## src/rtl/bpred_pkg.sv

```systemverilog
package bpred_pkg;

  // Strobes from the control path to the datapath, one cycle's worth.
  typedef struct packed {
    logic capture;       // latch branch addresses for execute
    logic loadPred;      // load decode target as redirect address
    logic loadFix;       // load correction address as redirect address
    logic fixToTarget;   // correction goes to target (else fall-through)
    logic countResolve;  // a conditional branch resolved this cycle
    logic countMiss;     // it was mispredicted
  } bpStrobe_t;

endpackage

```

## src/rtl/bpred_datapath.sv

```systemverilog
module bpred_datapath
  import bpred_pkg::*;
#(
  parameter int AW = 32,
  parameter int CW = 16,
  parameter int INSN_BYTES = 4
) (
  input  logic          clk,
  input  logic          rst,
  input  bpStrobe_t     strobe,
  input  logic [AW-1:0] idPc,
  input  logic [AW-1:0] idTarget,
  output logic          isBackward,
  output logic [AW-1:0] fetchTarget,
  output logic [CW-1:0] resolvedCount,
  output logic [CW-1:0] mispredictCount
);

  localparam logic [AW-1:0] FALL_OFS = AW'(2 * INSN_BYTES);

  logic [AW-1:0] exTarget;
  logic [AW-1:0] exFall;
  logic [AW-1:0] fixAddr;

  // Equal address counts as backward: tight self-loops predict taken.
  assign isBackward = (idTarget <= idPc);
  assign fixAddr    = strobe.fixToTarget ? exTarget : exFall;

  always_ff @(posedge clk) begin
    if (rst) begin
      exTarget <= '0;
      exFall   <= '0;
    end else if (strobe.capture) begin
      exTarget <= idTarget;
      exFall   <= idPc + FALL_OFS;
    end
  end

  always_ff @(posedge clk) begin
    if (rst) begin
      fetchTarget <= '0;
    end else if (strobe.loadFix) begin
      fetchTarget <= fixAddr;
    end else if (strobe.loadPred) begin
      fetchTarget <= idTarget;
    end
  end

  always_ff @(posedge clk) begin
    if (rst) begin
      resolvedCount   <= '0;
      mispredictCount <= '0;
    end else begin
      if (strobe.countResolve) resolvedCount <= resolvedCount + CW'(1);
      if (strobe.countMiss)    mispredictCount <= mispredictCount + CW'(1);
    end
  end

  AST_MISS_STEP: assert property (@(posedge clk) disable iff (rst)
    strobe.countMiss |=> (mispredictCount == $past(mispredictCount) + CW'(1)));
  AST_RESOLVE_STEP: assert property (@(posedge clk) disable iff (rst)
    (strobe.countResolve && !strobe.countMiss) |=> $stable(mispredictCount));

endmodule

```

## src/rtl/bpred_control.sv

```systemverilog
module bpred_control
  import bpred_pkg::*;
(
  input  logic      clk,
  input  logic      rst,
  input  logic      idValid,
  input  logic      idIsBranch,
  input  logic      idIsJump,
  input  logic      isBackward,
  input  logic      exTaken,
  output bpStrobe_t strobe,
  output logic      fetchRedirect,
  output logic      killIf,
  output logic      killId
);

  logic exValid;
  logic exIsJump;
  logic exPredTaken;
  logic dsShadow;     // delay-slot instruction sits in decode this cycle
  logic decodeHit;
  logic predTake;
  logic mispredict;

  assign decodeHit  = idValid && (idIsBranch || idIsJump) && !killId && !dsShadow;
  assign predTake   = idIsJump || isBackward;
  assign mispredict = exValid && !exIsJump && (exTaken != exPredTaken);

  always_comb begin
    strobe              = '0;
    strobe.capture      = decodeHit;
    strobe.loadPred     = decodeHit && predTake;
    strobe.loadFix      = mispredict;
    strobe.fixToTarget  = exTaken;
    strobe.countResolve = exValid && !exIsJump;
    strobe.countMiss    = mispredict;
  end

  always_ff @(posedge clk) begin
    if (rst) begin
      exValid       <= 1'b0;
      exIsJump      <= 1'b0;
      exPredTaken   <= 1'b0;
      dsShadow      <= 1'b0;
      fetchRedirect <= 1'b0;
      killIf        <= 1'b0;
      killId        <= 1'b0;
    end else begin
      exValid       <= decodeHit;
      exIsJump      <= idIsJump;
      exPredTaken   <= predTake;
      dsShadow      <= decodeHit;
      fetchRedirect <= (decodeHit && predTake) || mispredict;
      killIf        <= (decodeHit && predTake) || mispredict;
      killId        <= mispredict;
    end
  end

  AST_DS_KEPT: assert property (@(posedge clk) disable iff (rst)
    dsShadow |-> !killId);
  AST_FIX_AFTER_EX: assert property (@(posedge clk) disable iff (rst)
    killId |-> ($past(exValid) && !$past(exIsJump)));
  AST_FIX_REDIRECTS: assert property (@(posedge clk) disable iff (rst)
    killId |-> (fetchRedirect && killIf));
  AST_PRED_FROM_DECODE: assert property (@(posedge clk) disable iff (rst)
    (fetchRedirect && !killId) |-> $past(decodeHit && predTake));
  AST_NO_DS_DECODE: assert property (@(posedge clk) disable iff (rst)
    dsShadow |=> !dsShadow);

endmodule

```

## src/rtl/bpred_static_top.sv

```systemverilog
module bpred_static_top
  import bpred_pkg::*;
#(
  parameter int AW = 32,
  parameter int CW = 16,
  parameter int INSN_BYTES = 4
) (
  input  logic          clk,
  input  logic          rst,
  input  logic          idValid,
  input  logic          idIsBranch,
  input  logic          idIsJump,
  input  logic [AW-1:0] idPc,
  input  logic [AW-1:0] idTarget,
  input  logic          exTaken,
  output logic          fetchRedirect,
  output logic [AW-1:0] fetchTarget,
  output logic          killIf,
  output logic          killId,
  output logic [CW-1:0] resolvedCount,
  output logic [CW-1:0] mispredictCount
);

  bpStrobe_t strobe;
  logic      isBackward;

  bpred_control u_ctrl (
    .clk          (clk),
    .rst          (rst),
    .idValid      (idValid),
    .idIsBranch   (idIsBranch),
    .idIsJump     (idIsJump),
    .isBackward   (isBackward),
    .exTaken      (exTaken),
    .strobe       (strobe),
    .fetchRedirect(fetchRedirect),
    .killIf       (killIf),
    .killId       (killId)
  );

  bpred_datapath #(
    .AW        (AW),
    .CW        (CW),
    .INSN_BYTES(INSN_BYTES)
  ) u_dp (
    .clk            (clk),
    .rst            (rst),
    .strobe         (strobe),
    .idPc           (idPc),
    .idTarget       (idTarget),
    .isBackward     (isBackward),
    .fetchTarget    (fetchTarget),
    .resolvedCount  (resolvedCount),
    .mispredictCount(mispredictCount)
  );

endmodule

```

## config.mk

```make
export PLATFORM = sky130hd
export DESIGN_NAME = bpred_static_top
export DESIGN_NICKNAME = d
export VERILOG_FILES = /design/src/rtl/bpred_pkg.sv /design/src/rtl/bpred_datapath.sv /design/src/rtl/bpred_control.sv /design/src/rtl/bpred_static_top.sv
export SDC_FILE = /design/constraint.sdc
export NUM_CORES = 1
export LEC_CHECK = 0
export BUFFER_PORTS_ARGS = -buffer_cell sky130_fd_sc_hd__buf_4
export CORE_ASPECT_RATIO = 0.5
export CORE_MARGIN = 2
export CORE_UTILIZATION = 60
export CTS_CLUSTER_DIAMETER = 100
export DETAILED_ROUTE_END_ITERATION = 6
export GPL_ROUTABILITY_DRIVEN = 0
export PLACE_DENSITY = 0.86
export SYNTH_ARGS = -nofsm -noshare
export SYNTH_HDL_FRONTEND = slang
export SYNTH_SLANG_ARGS = --single-unit
```

## constraint.sdc

```tcl
create_clock -name clk -period 5.7 [get_ports clk]
set_input_delay 0.285 -clock clk [delete_from_list [all_inputs] [get_ports clk]]
set_output_delay 0.285 -clock clk [all_outputs]
set_load 0.03 [all_outputs]
```

==> results of run 1 <==
critical path: cells and delay by family (launching register included):
family	cells	cell delay [ps]
xor+xnor	1	170
buf+inv	1	530
flops	1	340
simple gates	6	2080
final cells by class:
type | instances | share of cell area [%]
clock buffer | 19 | 5.19
clock inverter | 12 | 1.82
inverter | 34 | 1.49
multi-input combinational | 597 | 45.9
sequential | 133 | 31.2
tap | 145 | 2.12
timing repair buffer | 140 | 12.3
cells in the final DEF (no fill, tap or decap), types with 2 or more instances in the layout:
master,count
bufinv_16,3
nor3_1,7
nor2b_1,3
inv_1,33
buf_4,140
xor2_1,18
nor4_1,4
ha_1,35
a211o_1,32
clkinv_4,3
nor2_1,94
mux2i_1,66
dfxtp_1,133
nand4_1,18
a21o_1,2
a2111oi_0,2
nand3_1,18
clkinv_2,3
and4_1,3
a21oi_1,59
clkbuf_16,17
clkinvlp_4,2
xnor2_1,30
nand2b_1,33
and3_1,9
or3_1,10
a211oi_1,27
o211ai_1,2
o21ai_0,10
nand2_1,100
report_power, final:
group	leakage [nW]	internal, mW	switching (mW)
logic	2.41	0.177	0.249
registers	1.09	0.990	0.0336
clock network	0.289	0.698	0.425
worst max path at each step:
stage	endpoint	cells after the start	slack, ps
2_1_floorplan	u_dp.fetchTarget[0]	9	3470
3_3_place_gp	u_dp.fetchTarget[0]	9	2480
3_5_place_dp	u_dp.fetchTarget[1]	9	2380
4_1_cts	u_dp.mispredictCount[15]	8	2470
5_1_grt	u_dp.mispredictCount[15]	8	2110
6_report	u_dp.mispredictCount[15]	8	2420
metal layers:
metal,GRT usage [%],wire length (microns),up-vias
li1,-,-,3029
met1,34.9,7820,2974
met3,5.10,1070,30
met2,50.2,8550,241
met4,10.4,277,0
met5,0,0,-
stage by stage:
stage	worst slack, ps	instance area [sq um]
after floorplan	3470	6920
after global placement	2480	7940
after detailed placement	2380	7940
after CTS	2470	8540
after global routing	2110	8540
final	2420	8540
logic make-up after synthesis:
group / Yosys count
compound gates: 142
xor+xnor: 48
fa+ha+maj: 35
buf+inv: 84
flops: 133
mux: 66
simple gates: 306
flip-flops by register name, indices dropped and copies added (netlist names):
name,count
u_ctrl.exIsJump,1
u_ctrl.exPredTaken,1
u_ctrl.exValid,1
u_ctrl.fetchRedirect,1
u_ctrl.killId,1
u_dp.exFall,32
u_dp.exTarget,32
u_dp.fetchTarget,32
u_dp.mispredictCount,16
u_dp.resolvedCount,16
==> flow_summary_export.csv, run 1 <==
group,metric,value,unit
logic_synthesis,ys_warn_count,0,
placed_design,dp_cells,1049,
logic_synthesis,async_flop_share,0,%
logic_synthesis,yosys-top-cells-count,"133 x dfxtp_1, 100 x nand2_1, 94 x nor2_1",
placed_design,portBuffers,136,
floorplanning,core_area,0.0111,sq mm
routing,dr.pass1.iters,6,
hold_path,worstHoldStart,"idPc[3]",
clock_tree,cts.sinks,133,
critical_path,timing.rr.start,"u_ctrl.exValid",
logic_synthesis,yosys.area_share.adder,6.33,%
global_routing,grt_pass1_vias,5888,
logic_synthesis,syn_area,0.00692,sq mm
finish,finalNetCount,1028,
logic_synthesis,yosysUniqueCellTypes,44,
clock_tree,postCtsSetupBuffers,0,
critical_path,cp.arrival,3540,ps
floorplanning,die_x,156,microns
logic_synthesis,synth_nets,919,
critical_path,crit_required,5970,ps
logic_synthesis,synthMuxAreaShare,9.55,%
finish,areaGrowthSynthToFinish,23.4,%
floorplanning,dieArea,0.0125,sq mm
finish,n_antenna_cell,0,
clock_tree,cts_tree,"done",
clock_tree,clk_latency,410,ps
finish,fin_util,76.8,%
logic_synthesis,ys_seq_elements,133,
floorplanning,ios,137,
logic_synthesis,synth-xor-area-share,6.07,%
routing,drtAntennaViolNets,0,
timing,final_hold_viol_count,0,
clock_tree,cts_root_buffer,"clkbuf_16",
timing,fmax,305,MHz
power_and_ir_drop,peakVddDrop,0.000198,V
global_routing,grt_pass1_wl,28000,microns
critical_path,crit_path_end_kind,"register",
critical_path,cp-start-kind,"register",
logic_synthesis,yosysMostFrequentCell,"dfxtp_1",
power_and_ir_drop,total_power,2.57,mW
critical_path,reg2reg_depth,8,
routing,drtIter0Drc,594,
finish,nFillCells,797,
timing,period_share,57.5,%
hold_path,hp-class,"in -> reg",
critical_path,cpPeakStageDelay,660,ps
timing,setup_tns,0,ps
logic_synthesis,syn_inst,814,
placed_design,dpl.hpwl,11300,microns
finish,drive_above_1_share,19.4,%
critical_path,r2r_end,"u_dp.mispredictCount[15]",
hold_path,hold_path_depth,2,
global_routing,globalRouteOverflowTotal,0,
logic_synthesis,synth_compound_area_share,14.0,%
global_routing,grtUsageTotal,28.4,%
critical_path,critical_path_class,"reg -> reg",
logic_synthesis,synth_top_area_share,38.5,%
floorplanning,die_h,79.9,microns
critical_path,r2r_setup_slack,2420,ps
floorplanning,row_count,27,
floorplanning,start_util,62.3,%
routing,vias_per_cell,5.81,
logic_synthesis,yosys.area.top_type,"dfxtp_1",
timing,setup_viol,0,
routing,drc,0,
timing,period_minus_slack,3280,ps
hold_path,holdPathEnd,"u_dp.exFall[3]",
power_and_ir_drop,power.leakage,3.78,nW
clock_tree,numCtsBuffers,17,
logic_synthesis,synthFlopType,"dfxtp_1",
logic_synthesis,ys_top_cells_by_area,"dfxtp_1 38%, mux2i_1 9.5%, ha_1 6.3%",
critical_path,slowest_stage,"and2_2",
finish,regArea,0.00266,sq mm
critical_path,critical_path.max_fanout,45,
timing,clock_skew,9.38,ps
routing,vias,6274,
timing,rsz0062_at_grt,"false",
clock_tree,clockBufferDepth,2,
routing,postRouteWirelength,17700,microns
finish,final_cell_count_no_fill,1080,
logic_synthesis,synth-simple-area-share,20.6,%
timing,whs,109,ps
timing,relSlewSlack,32.1,%
routing,wl_per_cell,16.4,microns
critical_path,path_cells,"nor2b_1 > and2_2 > buf_4 > nand4_1 > nor3_1 > nand3_1 > xor2_1 > nor2_1",
logic_synthesis,seq_area_frac_synth,38.5,%
clock_tree,cts_hold_buffers,0,
clock_tree,clk_pin_slew_worst_paths,60,ps
logic_synthesis,synth_edf_count,0,
global_routing,antenna_found_initial,0,
finish,multi_input_area,0.00392,sq mm
clock_tree,cts_max_level,4,
global_routing,grt_max_degree,93,
logic_synthesis,syn_avg_cell_area,8.50,sq um
logic_synthesis,synth_top_family_by_area,"simple AND/OR/NAND/NOR gates",
flow_run,max_cap_viol_count,0,
status,status,"finished clean",
timing,slew_violations,0,
timing,tightest_slew,1020,ps
power_and_ir_drop,power_density,301,mW/mm^2
clock_tree,cts_resized,0,
critical_path,startpoint,"u_ctrl.exValid",
(Power assumes the default switching activity.)
==> run 2: changes to the inputs <==
ABC_AREA = 1   (was unset)
CORE_UTILIZATION = 51   (was 60)
PLACE_DENSITY = 0.77   (was 0.86)
clock period = 3 ns   (was 5.7 ns; I/O delays follow)
==> run 2 against run 1 <==
- clock power rose by 98%
- area after synthesis increased by 8.7%
- sequential share of layout area fell by 2.6 points
- synthesized cell count increased by 36%
- power grew 97%
- core utilization down 12 points
- design area increased by 9.1%
- largest power group unchanged
- highest routed layer unchanged
==> flow_summary_export.csv, run 2 <==
group,metric,value,unit
placed_design,dp_cells,1397,
timing,whs,4.84,ps
hold_path,holdPathEnd,"u_dp.exFall[0]",
logic_synthesis,synth_edf_count,0,
critical_path,crit_required,3310,ps
global_routing,grt_pass1_vias,6820,
clock_tree,cts_tree,"done",
clock_tree,cts_resized,0,
finish,largestRegisters,"u_dp.exFall x32, u_dp.exTarget x32, u_dp.fetchTarget x32",
finish,layout_common_cells,"196 x nand2_1, 178 x inv_1, 142 x buf_4",
logic_synthesis,ys_top_cells_by_area,"dfxtp_1 35%, nand2_1 9.8%, inv_1 8.9%",
placed_design,place_area,0.00860,sq mm
finish,areaGrowthSynthToFinish,23.8,%
routing,postRouteWirelength,19900,microns
power_and_ir_drop,power_density,545,mW/mm^2
floorplanning,core_area,0.0144,sq mm
clock_tree,cts_max_level,4,
logic_synthesis,syn_inst,1111,
routing,dr.pass1.iters,5,
timing,clock_skew,9.58,ps
logic_synthesis,async_flop_share,0,%
placed_design,dpl.hpwl,14100,microns
finish,layout_commonest_cell,"nand2_1",
power_and_ir_drop,peakVddDrop,0.000406,V
routing,route.layer.met1.wl,9410,microns
status,status,"finished clean",
clock_tree,clockBufferDepth,2,
timing,final_hold_viol_count,0,
flow_run,max_cap_viol_count,0,
timing,rsz0062_at_grt,"false",
global_routing,antenna_found_initial,0,
global_routing,grt_max_degree,88,
logic_synthesis,yosysMostFrequentCell,"nand2_1",
floorplanning,die_h,89.9,microns
critical_path,critical_path.max_fanout,36,
critical_path,crit_path_end_kind,"register",
logic_synthesis,yosysUniqueCellTypes,41,
logic_synthesis,synth_top_area_share,35.4,%
hold_path,hold_path_depth,3,
routing,vias_per_cell,5.28,
finish,nFillCells,1283,
hold_path,hp-class,"in -> reg",
logic_synthesis,yosys.area.top_type,"dfxtp_1",
timing,relSlewSlack,46.4,%
routing,drtIter0Drc,455,
critical_path,timing.rr.start,"u_ctrl.exValid",
critical_path,reg2reg_depth,5,
finish,n_antenna_cell,0,
timing,period_minus_slack,2650,ps
critical_path,r2r_setup_slack,970,ps
logic_synthesis,ys_warn_count,0,
logic_synthesis,synth_nets,1216,
logic_synthesis,syn_avg_cell_area,6.77,sq um
clock_tree,clk_latency,410,ps
clock_tree,numCtsBuffers,17,
finish,drive_above_1_share,16.9,%
routing,wl_per_cell,13.8,microns
routing,vias,7594,
clock_tree,cts.sinks,133,
global_routing,grtUsageTotal,25.4,%
routing,met2_length,8840,microns
global_routing,grt_pass1_wl,32700,microns
clock_tree,cts_root_buffer,"clkbuf_16",
finish,final_area,0.00932,sq mm
timing,fmax,378,MHz
routing,drtAntennaViolNets,0,
power_and_ir_drop,power.leakage,4.50,nW
timing,fin_ws,355,ps
timing,tightest_slew,805,ps
logic_synthesis,yosys-top-cells-count,"197 x nand2_1, 179 x inv_1, 133 x dfxtp_1",
logic_synthesis,syn_area,0.00752,sq mm
timing,setup_tns,0,ps
floorplanning,dieArea,0.0158,sq mm
logic_synthesis,seq_area_frac_synth,35.4,%
finish,finalNetCount,1332,
critical_path,critical_path_class,"in -> reg",
critical_path,cp.arrival,2950,ps
timing,slew_violations,0,
routing,met3_length,1370,microns
critical_path,cp-start-kind,"primary input",
placed_design,dp_slack,467,ps
global_routing,globalRouteOverflowTotal,0,
routing,top_layer,"met4",
finish,final_cell_count_no_fill,1438,
floorplanning,die_x,176,microns
logic_synthesis,synthFlopType,"dfxtp_1",
critical_path,r2r_end,"u_dp.exFall[10]",
routing,drc,0,
placed_design,portBuffers,136,
floorplanning,ios,137,
floorplanning,row_count,31,
logic_synthesis,ys_seq_elements,133,
hold_path,worstHoldStart,"idPc[0]",
timing,setup_viol,0,
clock_tree,clk_pin_slew_worst_paths,60,ps
floorplanning,start_util,52.1,%
timing,period_share,88.2,%
[run 2: layout make-up]
class                           instances  area [sq um]  area share [%]
Multi-Input combinational cell        738          3900            41.8
Sequential cell                       133          2660            28.6
Timing Repair Buffer                  153          1200            12.8
Inverter                              184           691            7.41
Clock buffer                           21           450            4.83
Tap cell                              198           248            2.66
Clock inverter                         11           174            1.87
[run 2: logic make-up (layout without fill, tap and decap cells)]
| kind of cell | Yosys count | count (layout) | synth area share (%) |
|---|---|---|---|
| muxes | 1 | 1 | 0.150 |
| xor gates and xnor gates | 24 | 24 | 2.79 |
| AOI/OAI and AO/OA | 266 | 266 | 18.3 |
| adders and majority gates | 35 | 35 | 5.82 |
| DFF | 133 | 133 | 35.4 |
| buffers and inverters | 240 | 369 | 12.9 |
| and+or+nand+nor | 412 | 412 | 24.7 |
[run 2: what timing repair did]
action	in CTS	in global routing
hold buffers	9	0
endpoints found under the hold margin	9	0
buffers inserted	0	0
[run 2: worst max path at each step]
| stage | startpoint | to | slack (ps) | cells past startpoint |
|---|---|---|---|---|
| after floorplan | u_dp.mispredictCount[0] | u_dp.mispredictCount[12] | 1250 | 10 |
| after global placement | idPc[23] | u_dp.fetchTarget[1] | 570 | 14 |
| after detailed placement | idPc[31] | u_dp.fetchTarget[21] | 470 | 15 |
| after CTS | idTarget[29] | u_dp.fetchTarget[21] | 390 | 15 |
| after global routing | idTarget[29] | u_dp.fetchTarget[23] | 190 | 15 |
| final | idTarget[29] | u_dp.fetchTarget[21] | 350 | 15 |
[run 2: through the flow]
step | util [%] | power, mW
2_1_floorplan | - | 2.57
3_3_place_gp | 59.6 | 2.85
3_5_place_dp | 59.6 | 2.88
4_1_cts | 64.6 | 5.10
5_1_grt | 64.6 | 5.30
6_report | 64.6 | 5.08
[run 2: per-layer routing]
metal / global-route usage [%] / vias up
met5: 0 / -
met4: 6.68 / 0
met3: 4.74 / 30
met2: 40.0 / 259
met1: 35.8 / 3494
li1: - / 3811
[run 2: worst max-delay path, cell delays in order]
cell and delay [ps]:
dlygate4sd3_1 550, buf_4 140, ha_1 280, nand2_1 60, nor2_2 100, nand2_1 90, nor3b_2 310, nand2_1 100
nand2_1 90, nand2_1 70, nand2_2 480, buf_12 270, nand3_1 100, nand2_1 100, nor2_1 40
[run 2: report_power, final]
group / leakage [nW] / internal (mW) / switching (mW)
logic: 3.10 / 0.336 / 0.562
clock network: 0.306 / 1.42 / 0.803
registers: 1.09 / 1.90 / 0.0615
total: 4.50 / 3.65 / 1.43
